<file path="config.mk">
export PLATFORM = sky130hd
export DESIGN_NAME = pwm_phase_dt
export DESIGN_NICKNAME = d
export VERILOG_FILES = /design/src/rtl/pwm_dt_pkg.sv /design/src/rtl/pwm_carrier.sv /design/src/rtl/pwm_duty.sv /design/src/rtl/pwm_deadtime.sv /design/src/rtl/pwm_irq_div.sv /design/src/rtl/pwm_phase_dt.sv
export SDC_FILE = /design/constraint.sdc
export NUM_CORES = 1
export LEC_CHECK = 0
export BUFFER_PORTS_ARGS = -buffer_cell sky130_fd_sc_hd__buf_4
export CAP_MARGIN = 5
export CORE_ASPECT_RATIO = 1.2
export CORE_MARGIN = 8
export CORE_UTILIZATION = 25
export DETAILED_ROUTE_END_ITERATION = 8
export GPL_TIMING_DRIVEN = 0
export HOLD_SLACK_MARGIN = 0.12
export PLACE_DENSITY = 0.39
export SKIP_CTS_REPAIR_TIMING = 1
export SLEW_MARGIN = 15
export SYNTH_ARGS = -nofsm -noshare
export SYNTH_HDL_FRONTEND = slang
export SYNTH_SLANG_ARGS = --single-unit
</file>
<file path="constraint.sdc">
create_clock -name clk_i -period 4.2 [get_ports clk_i]
set_input_delay 0.21 -clock clk_i [delete_from_list [all_inputs] [get_ports clk_i]]
set_output_delay 0.21 -clock clk_i [all_outputs]
set_load 0.01 [all_outputs]
</file>
<file path="src/rtl/pwm_dt_pkg.sv">
package pwm_dt_pkg;
  localparam int CNT_W = 16;
  localparam int DT_W  = 8;
  localparam int DIV_W = 4;
  typedef enum logic {DIR_DOWN = 1'b0, DIR_UP = 1'b1} dir_e;
endpackage

</file>
<file path="src/rtl/pwm_carrier.sv">
module pwm_carrier
  import pwm_dt_pkg::*;
#(
  parameter int W = CNT_W
) (
  input  logic         clk_i,
  input  logic         rst_ni,
  input  logic         run_i,
  input  logic         saw_i,
  input  logic [W-1:0] ld_i,
  output logic [W-1:0] cnt_o,
  output logic         uf_o
);
  logic [W-1:0] cnt_q;
  dir_e         dir_q;

  always_ff @(posedge clk_i or negedge rst_ni) begin
    if (!rst_ni) begin
      cnt_q <= '0;
      dir_q <= DIR_DOWN;
    end else if (!run_i) begin
      cnt_q <= ld_i;
      dir_q <= DIR_DOWN;
    end else if (saw_i) begin
      cnt_q <= (cnt_q == '0) ? ld_i : cnt_q - 1'b1;
      dir_q <= DIR_DOWN;
    end else if (dir_q == DIR_DOWN) begin
      if (cnt_q == '0) begin
        cnt_q <= {{(W-1){1'b0}}, 1'b1};
        dir_q <= DIR_UP;
      end else begin
        cnt_q <= cnt_q - 1'b1;
      end
    end else if (cnt_q >= ld_i - 1'b1) begin
      cnt_q <= ld_i;
      dir_q <= DIR_DOWN;
    end else begin
      cnt_q <= cnt_q + 1'b1;
    end
  end

  assign cnt_o = cnt_q;
  assign uf_o  = run_i && (cnt_q == '0);

  p_saw_wrap_r2: assert property (@(posedge clk_i) disable iff (!rst_ni)
    (run_i && saw_i && cnt_q == '0) |=> (cnt_q == $past(ld_i)));
endmodule

</file>
<file path="src/rtl/pwm_duty.sv">
module pwm_duty #(
  parameter int W = pwm_dt_pkg::CNT_W
) (
  input  logic         clk_i,
  input  logic         rst_ni,
  input  logic         run_i,
  input  logic         uf_i,
  input  logic [W-1:0] cnt_i,
  input  logic [W-1:0] duty_ld_i,
  output logic         on_o
);
  logic [W-1:0] duty_q;

  // take the new compare value only at the carrier bottom
  always_ff @(posedge clk_i or negedge rst_ni) begin
    if (!rst_ni)             duty_q <= '0;
    else if (!run_i || uf_i) duty_q <= duty_ld_i;
  end

  assign on_o = cnt_i < duty_q;

  p_duty_hold_r4: assert property (@(posedge clk_i) disable iff (!rst_ni)
    !$stable(duty_q) |-> $past(!run_i || cnt_i == '0));
endmodule

</file>
<file path="src/rtl/pwm_deadtime.sv">
module pwm_deadtime #(
  parameter int DW = pwm_dt_pkg::DT_W
) (
  input  logic          clk_i,
  input  logic          rst_ni,
  input  logic          run_i,
  input  logic          on_i,
  input  logic [DW-1:0] dead_ld_i,
  output logic          hi_act_o,
  output logic          lo_act_o
);
  logic          on_q;
  logic [DW-1:0] dt_q;
  logic          edge_w;

  assign edge_w = on_i ^ on_q;

  // retriggerable one-shot: every edge restarts the blanking count
  always_ff @(posedge clk_i or negedge rst_ni) begin
    if (!rst_ni) begin
      on_q <= 1'b0;
      dt_q <= '0;
    end else if (!run_i) begin
      on_q <= 1'b0;
      dt_q <= '0;
    end else begin
      on_q <= on_i;
      if (edge_w)            dt_q <= dead_ld_i;
      else if (dt_q != '0)   dt_q <= dt_q - 1'b1;
    end
  end

  assign hi_act_o = run_i &&  on_q && (dt_q == '0);
  assign lo_act_o = run_i && !on_q && (dt_q == '0);

  p_dead_gap_r5: assert property (@(posedge clk_i) disable iff (!rst_ni)
    (run_i && $past(run_i) && on_q != $past(on_q) && $past(dead_ld_i) != '0)
      |-> (!hi_act_o && !lo_act_o));
endmodule

</file>
<file path="src/rtl/pwm_irq_div.sv">
module pwm_irq_div #(
  parameter int DVW = pwm_dt_pkg::DIV_W
) (
  input  logic           clk_i,
  input  logic           rst_ni,
  input  logic           run_i,
  input  logic           uf_i,
  input  logic [DVW-1:0] div_i,
  output logic           irq_o
);
  logic [DVW-1:0] n_q;
  logic           irq_q;

  always_ff @(posedge clk_i or negedge rst_ni) begin
    if (!rst_ni) begin
      n_q   <= '0;
      irq_q <= 1'b0;
    end else if (!run_i) begin
      n_q   <= '0;
      irq_q <= 1'b0;
    end else begin
      irq_q <= uf_i && (n_q >= div_i);
      if (uf_i) n_q <= (n_q >= div_i) ? '0 : n_q + 1'b1;
    end
  end

  assign irq_o = irq_q;

  p_irq_src_r8: assert property (@(posedge clk_i) disable iff (!rst_ni)
    irq_q |-> $past(uf_i));
endmodule

</file>
<file path="src/rtl/pwm_phase_dt.sv">
module pwm_phase_dt
  import pwm_dt_pkg::*;
(
  input  logic             clk_i,
  input  logic             rst_ni,
  input  logic             run_i,
  input  logic             saw_mode_i,
  input  logic             pol_hi_i,
  input  logic [CNT_W-1:0] carrier_ld_i,
  input  logic [CNT_W-1:0] duty_ld_i,
  input  logic [DT_W-1:0]  dead_ld_i,
  input  logic [DIV_W-1:0] irq_div_i,
  output logic             u_o,
  output logic             ub_o,
  output logic             irq_o
);
  logic             run_q;
  logic [CNT_W-1:0] cnt_w;
  logic             uf_w, on_w, hi_w, lo_w;

  always_ff @(posedge clk_i or negedge rst_ni) begin
    if (!rst_ni) run_q <= 1'b0;
    else         run_q <= run_i;
  end

  pwm_carrier #(.W(CNT_W)) u_carrier (
    .clk_i(clk_i), .rst_ni(rst_ni), .run_i(run_q), .saw_i(saw_mode_i),
    .ld_i(carrier_ld_i), .cnt_o(cnt_w), .uf_o(uf_w)
  );

  pwm_duty #(.W(CNT_W)) u_duty (
    .clk_i(clk_i), .rst_ni(rst_ni), .run_i(run_q), .uf_i(uf_w),
    .cnt_i(cnt_w), .duty_ld_i(duty_ld_i), .on_o(on_w)
  );

  pwm_deadtime #(.DW(DT_W)) u_dead (
    .clk_i(clk_i), .rst_ni(rst_ni), .run_i(run_q), .on_i(on_w),
    .dead_ld_i(dead_ld_i), .hi_act_o(hi_w), .lo_act_o(lo_w)
  );

  pwm_irq_div #(.DVW(DIV_W)) u_irq (
    .clk_i(clk_i), .rst_ni(rst_ni), .run_i(run_q), .uf_i(uf_w),
    .div_i(irq_div_i), .irq_o(irq_o)
  );

  assign u_o  = pol_hi_i ? hi_w : ~hi_w;
  assign ub_o = pol_hi_i ? lo_w : ~lo_w;

  p_no_overlap_r10: assert property (@(posedge clk_i) disable iff (!rst_ni)
    !((u_o == pol_hi_i) && (ub_o == pol_hi_i)));
  p_idle_r1: assert property (@(posedge clk_i) disable iff (!rst_ni)
    !run_q |-> (u_o != pol_hi_i && ub_o != pol_hi_i && !irq_o));
endmodule

</file>
==> reports/metrics.csv, run 1 <==
metric,value,unit
critical path endpoint category,flip-flop,
RR Startpoint,u_carrier.cnt_o[13],
Clock Latency Late Sink,290,ps
TritonRoute pass-1 iters,4,
WP data arrival,4030,ps
total CTS buffers,5,
most frequent cells in the layout,"61 x nand2_1, 51 x buf_4, 48 x dfrtp_1, 42 x ha_1, 38 x inv_1",
P&R area growth vs syn,20.0,%
Initial Util,0.256,
htree depth,2,
worst-margin pin slew,675,ps
reg-to-reg setup timing slack,1330,ps
min Tclk post-route,3850,ps
height of the die,157,um
Tot GR Track Use,0.126,
row count,51,
outcome,finished clean,
"Critical Path, Cell by Cell","buf_4, nor4_1, nand2_1, or4_1, nor3_1, xnor2_1, ha_1, nand4_1, or4_1, a221o_1, nand3_2, buf_4, nor3_1, o32a_1",
hold_sp,duty_ld_i[14],
hold endpoint,u_duty.duty_q[14],
layout cell share with drive strength beyond 1,0.139,
initial antenna violation count,0,
asr flop ratio synth,1.00,
Max Clock Skew,6.96,ps
Post-DRT Antenna Nets,0,
HPWL after DPL,10700,um
Syn. warnings,0,
"Seq/Total Area, Yosys",0.290,
RSZ-0062 raised after global routing,no,
max-cap viol count,0,
global-route wire length before repair,20800,um
global route overflow,0,
peak fanout along the critical path,10,
Port Buffers,50,
Most used DFF post-synth,dfrtp_1,
Leak Pwr,2.21,nW
# DRC,0,
fin crit share,0.916,
Die X,134,um
r2r endpoint,u_carrier.cnt_o[8],
Wirelength per Cell,17.1,um
Pwr per Cell Area,336,nW/um^2
WS Path Type,in2reg,
routability cong.,0.863,
fillers,1753,
Hold Path Depth,3,
Final Hold Fails,0,
Slew headroom,0.549,
routed via count,3745,
Post-synth EDFFs,0,
die area,21000,um^2
CTS tree,built,
startpoint types,primary input,
largest net degree at the start of global routing,49,
final net count,650,
Finished Layout Cells,772,
Post-Syn Area,4140,um^2
num ports,52,
Mapped Cells,500,
Iteration-0 DRC Markers,206,
Crit path required time,4380,ps
"CP delay by family, top",simple AND/OR/NAND/NOR gates,
reg2reg path depth,8,
Peak VDD IR,0.139,mV
clock-pin slew on the worst setup and hold paths,70,ps
Critical Path Max Stage Delay,590,ps
slowest cell on the critical path,or4_1,
Vias/cell,4.85,
final setup fails,0,
worst path bufs/invs,2,
placeable core area,16200,um^2
Max Freq,0.260,GHz
Mapped Avg Cell Area,8.29,um^2
placed cells,762,
#FFs+latches synth,48,
Root Buffer,clkbuf_16,
HP Class,in2reg,
"Distinct cells, synth",64,
"commonest non-fill, non-tap cell in the layout",nand2_1,
max-slew violation count,0,
clk sinks,48,
maximum root-to-sink buffer count,2,
vias in the first global route,3837,
Syn Nets,591,
ant diodes,0,
Final Power,1.67,mW
Routed WL,13200,um
-- Yosys cell counts, types with 3 or more instances --
cell	count	area share
clkbuf_1	13	0.012
or4_1	5	0.0091
a221o_1	5	0.012
nand4_1	7	0.011
a21oi_1	24	0.029
nor3_1	24	0.029
xnor2_1	32	0.068
nand3_1	30	0.036
nand2_1	61	0.055
buf_2	7	0.0085
o32a_1	3	0.0072
dfrtp_1	48	0.29
o221ai_1	5	0.011
nor2_1	27	0.024
and3_1	6	0.0091
or3_1	4	0.0060
inv_1	38	0.034
ha_1	42	0.13
mux2i_1	13	0.031
a31oi_1	3	0.0045
and4_1	3	0.0063
nand2b_1	3	0.0045
xor2_1	15	0.032
o2bb2ai_1	3	0.0063
o21ai_0	31	0.037
nor3b_1	3	0.0054
-- sequential cells by signal (all words and copies together) (netlist names) --
signal           cells
run_q                1
u_carrier.cnt_o     16
u_dead.dt_q          8
u_carrier.dir_q      1
u_irq.irq_o          1
u_duty.duty_q       16
u_dead.on_q          1
u_irq.n_q            4
-- cells by family (layout without fill, tap and decap cells) --
logic type / after synthesis / in the layout / share of synthesized area
compound gates: 100 / 100 / 0.161
xor+xnor: 47 / 47 / 0.0993
fa+ha+maj: 42 / 42 / 0.127
buf+inv: 61 / 121 / 0.0601
flops: 48 / 48 / 0.290
mux: 14 / 14 / 0.0341
simple gates: 188 / 188 / 0.229
-- how the worst max path moves through the flow --
stage / start / to / slack, ps / cells past startpoint
after CTS: carrier_ld_i[5] / u_carrier.cnt_o[8] / 280 / 14
after global placement: carrier_ld_i[5] / u_carrier.cnt_o[6] / -50 / 14
final: carrier_ld_i[5] / u_carrier.cnt_o[8] / 350 / 14
after detailed placement: carrier_ld_i[5] / u_carrier.cnt_o[8] / -40 / 14
after floorplan: carrier_ld_i[5] / u_carrier.cnt_o[12] / 740 / 13
after global routing: carrier_ld_i[5] / u_carrier.cnt_o[13] / 130 / 14
-- stage by stage --
step / TNS (ps) / setup slack [ps] / cell area (um^2) / utilization / hold slack (ps)
after CTS: 0 / 277 / 4950 / 0.306 / -14.2
after detailed placement: -96.3 / -35.2 / 4780 / 0.295 / 307
final: 0 / 352 / 4970 / 0.307 / 119
after floorplan: 0 / 737 / 4140 / - / -85.6
after global routing: 0 / 134 / 4970 / 0.307 / 132
after global placement: -155 / -52.8 / 4780 / 0.295 / 297
-- layout make-up --
class                   instances  area (um^2)  area share
multi-input cells             391         2690       0.542
inverters                      39          146      0.0294
well taps                     212          265      0.0533
clock buffers                   5          125      0.0252
plain buffers                  22          103      0.0206
flip-flops and latches         48         1200       0.242
repair buffers                 52          395      0.0795
clock inverters                 3         42.5     0.00856
-- per-layer routing --
metal,vias to the layer above,wire (um),GRT usage,share of wire
li1,1900,-,-,-
met1,1774,5950,0.152,0.45
met2,67,6710,0.225,0.51
met3,4,493,0.0210,0.037
met4,0,74,0.0337,0.0056
met5,-,0,0,0
-- power breakdown --
group          switching (mW)  internal, mW  total (mW)
Clock                   0.189         0.280       0.469
Combinational           0.339         0.271       0.610
Sequential             0.0693         0.521       0.590
-- worst reg2reg max path, delay by kind of cell, from the launching register on --
kind	cells	cell delay, ps
fa+ha+maj	1	360
flops	1	500
compound gates	2	670
buf+inv	1	210
simple gates	4	1020
Note: power is estimated with default switching activity, not from simulation.
==> run 2: changes to the inputs <==
--- a/config.mk
+++ b/config.mk
@@ -14,6 +14,7 @@
 export GPL_TIMING_DRIVEN = 0
 export HOLD_SLACK_MARGIN = 0.12
 export PLACE_DENSITY = 0.39
+export RECOVER_POWER = 25
 export SKIP_CTS_REPAIR_TIMING = 1
 export SLEW_MARGIN = 15
 export SYNTH_ARGS = -nofsm -noshare
==> run 2 against run 1 <==
  * The run now ends with max-capacitance violations, max-slew violations left
  * Core utilization is essentially flat
  * Sequential cell count is the same
  * First-iteration DRC count grew 4.4%
  * Worst hold slack is essentially flat
  * Count of clock-buffer cells in the layout is the same
  * Setup slack gained 5.6 ps
  * Critical path type unchanged
  * Critical endpoint unchanged
==> reports/metrics.csv, run 2 (same netlist as run 1, synthesis figures left out) <==
metric,value,unit,change
total CTS buffers,5,,unchanged
vias in the first global route,3837,,unchanged
final setup fails,0,,unchanged
RSZ-0062 raised after global routing,no,,unchanged
clk sinks,48,,unchanged
final worst slack,358,ps,was 352 ps
worst-margin pin slew,2870,ps,was 675 ps
outcome,"finished, violations left",,was finished clean
placed cells,762,,unchanged
TritonRoute pass-1 iters,4,,unchanged
Tot GR Track Use,0.126,,unchanged
htree depth,2,,unchanged
hold_ws,119,ps,about the same
WS Path Type,in2reg,,unchanged
Crit path required time,4380,ps,about the same
max-slew violation count,49,,was 0
Root Buffer,clkbuf_16,,unchanged
most frequent cells in the layout,"61 x nand2_1, 48 x buf_4, 48 x dfrtp_1, 42 x ha_1, 38 x inv_1",,"was 61 x nand2_1, 51 x buf_4, 48 x dfrtp_1, 42 x ha_1, 38 x inv_1"
Final Hold Fails,0,,unchanged
Port Buffers,50,,unchanged
global-route wire length before repair,20800,um,unchanged
layout cell share with drive strength beyond 1,0.136,,was 0.139
Vias/cell,4.84,,was 4.85
die area,21000,um^2,unchanged
failing checks,"max-capacitance violations, max-slew violations",,
Finished Layout Cells,772,,unchanged
P&R area growth vs syn,19.8,%,was 20.0%
area of placed instances,4780,um^2,unchanged
# DRC,0,,unchanged
fin area,4960,um^2,was 4970 um^2
Wirelength per Cell,17.1,um,about the same
HPWL after DPL,10700,um,unchanged
Iteration-0 DRC Markers,215,,was 206
CTS tree,built,,unchanged
startpoint types,primary input,,unchanged
ant diodes,0,,unchanged
largest net degree at the start of global routing,49,,unchanged
Pwr per Cell Area,336,nW/um^2,about the same
clock-pin slew on the worst setup and hold paths,70,ps,about the same
maximum root-to-sink buffer count,2,,unchanged
final net count,650,,unchanged
Post-DRT Antenna Nets,0,,unchanged
WP data arrival,4020,ps,was 4030 ps
peak fanout along the critical path,10,,unchanged
Max Clock Skew,5.10,ps,was 6.96 ps
HP Class,in2reg,,unchanged
height of the die,157,um,unchanged
num ports,52,,unchanged
Leak Pwr,2.20,nW,was 2.21 nW
Peak VDD IR,0.141,mV,was 0.139 mV
placeable core area,16200,um^2,unchanged
routability cong.,0.863,,unchanged
row count,51,,unchanged
global route overflow,0,,unchanged
Die X,134,um,unchanged
Routed WL,13200,um,about the same
"worst slack, placed",-35.2,ps,unchanged
Max Freq,0.260,GHz,about the same
fin crit share,0.915,,was 0.916
initial antenna violation count,0,,unchanged
max-cap viol count,1,,was 0
routed via count,3740,,was 3745
Initial Util,0.256,,unchanged
critical path endpoint category,flip-flop,,unchanged
min Tclk post-route,3840,ps,was 3850 ps
Slew headroom,-0.916,,was 0.549
"commonest non-fill, non-tap cell in the layout",nand2_1,,unchanged
Clock Latency Late Sink,290,ps,about the same
[run 2: worst paths after layout]
path                            cells after the start  slack [ps]            endpoint                start
worst max register to register                      8        1340  u_carrier.cnt_o[8]  u_carrier.cnt_o[13]
min in group asynchronous                           2        1400         u_irq.irq_o               rst_ni
worst max-delay path                               14         360  u_carrier.cnt_o[8]      carrier_ld_i[5]
max in group asynchronous                           2        1180   u_duty.duty_q[15]               rst_ni
worst min-delay path                                3         120   u_duty.duty_q[14]        duty_ld_i[14]
worst min register to register                      1         520    u_duty.duty_q[0]     u_duty.duty_q[0]
[run 2: power breakdown]
group	switching (mW)	leakage, nW	internal [mW]
clock network	0.188	0.0798	0.280
registers	0.0689	0.596	0.521
logic	0.339	1.52	0.271
[run 2: critical path, cell delays in order]
cell,delay [ps]
buf_4,130
nor4_1,340
nand2_1,170
or4_1,590
nor3_1,300
xnor2_1,100
ha_1,290
nand4_1,170
or4_1,580
a221o_1,330
nand3_2,160
buf_4,210
nor3_1,80
o32a_1,340
[run 2: area by class of cell]
cell class              count  area (um^2)
plain buffers              22          103
clock buffers               5          125
clock inverters             3         42.5
fillers                  1755        11200
inverters                  39          146
multi-input cells         391         2690
flip-flops and latches     48         1200
well taps                 212          265
repair buffers             52          388
[run 2: metrics by stage]
step	total power, mW	TNS [ps]	util
global placement	1.20	-155	0.295
finish	1.67	0	0.306
detailed placement	1.21	-96.3	0.295
global route	1.79	0	0.306
CTS	1.69	0	0.306
floorplan	1.02	0	-
[run 2: layer usage]
layer	GRT usage	wire [um]	vias to the layer above
met4	0.0337	91	0
met1	0.152	6040	1777
met3	0.0210	391	6
met2	0.225	6680	56
li1	-	-	1901
met5	0	0	-
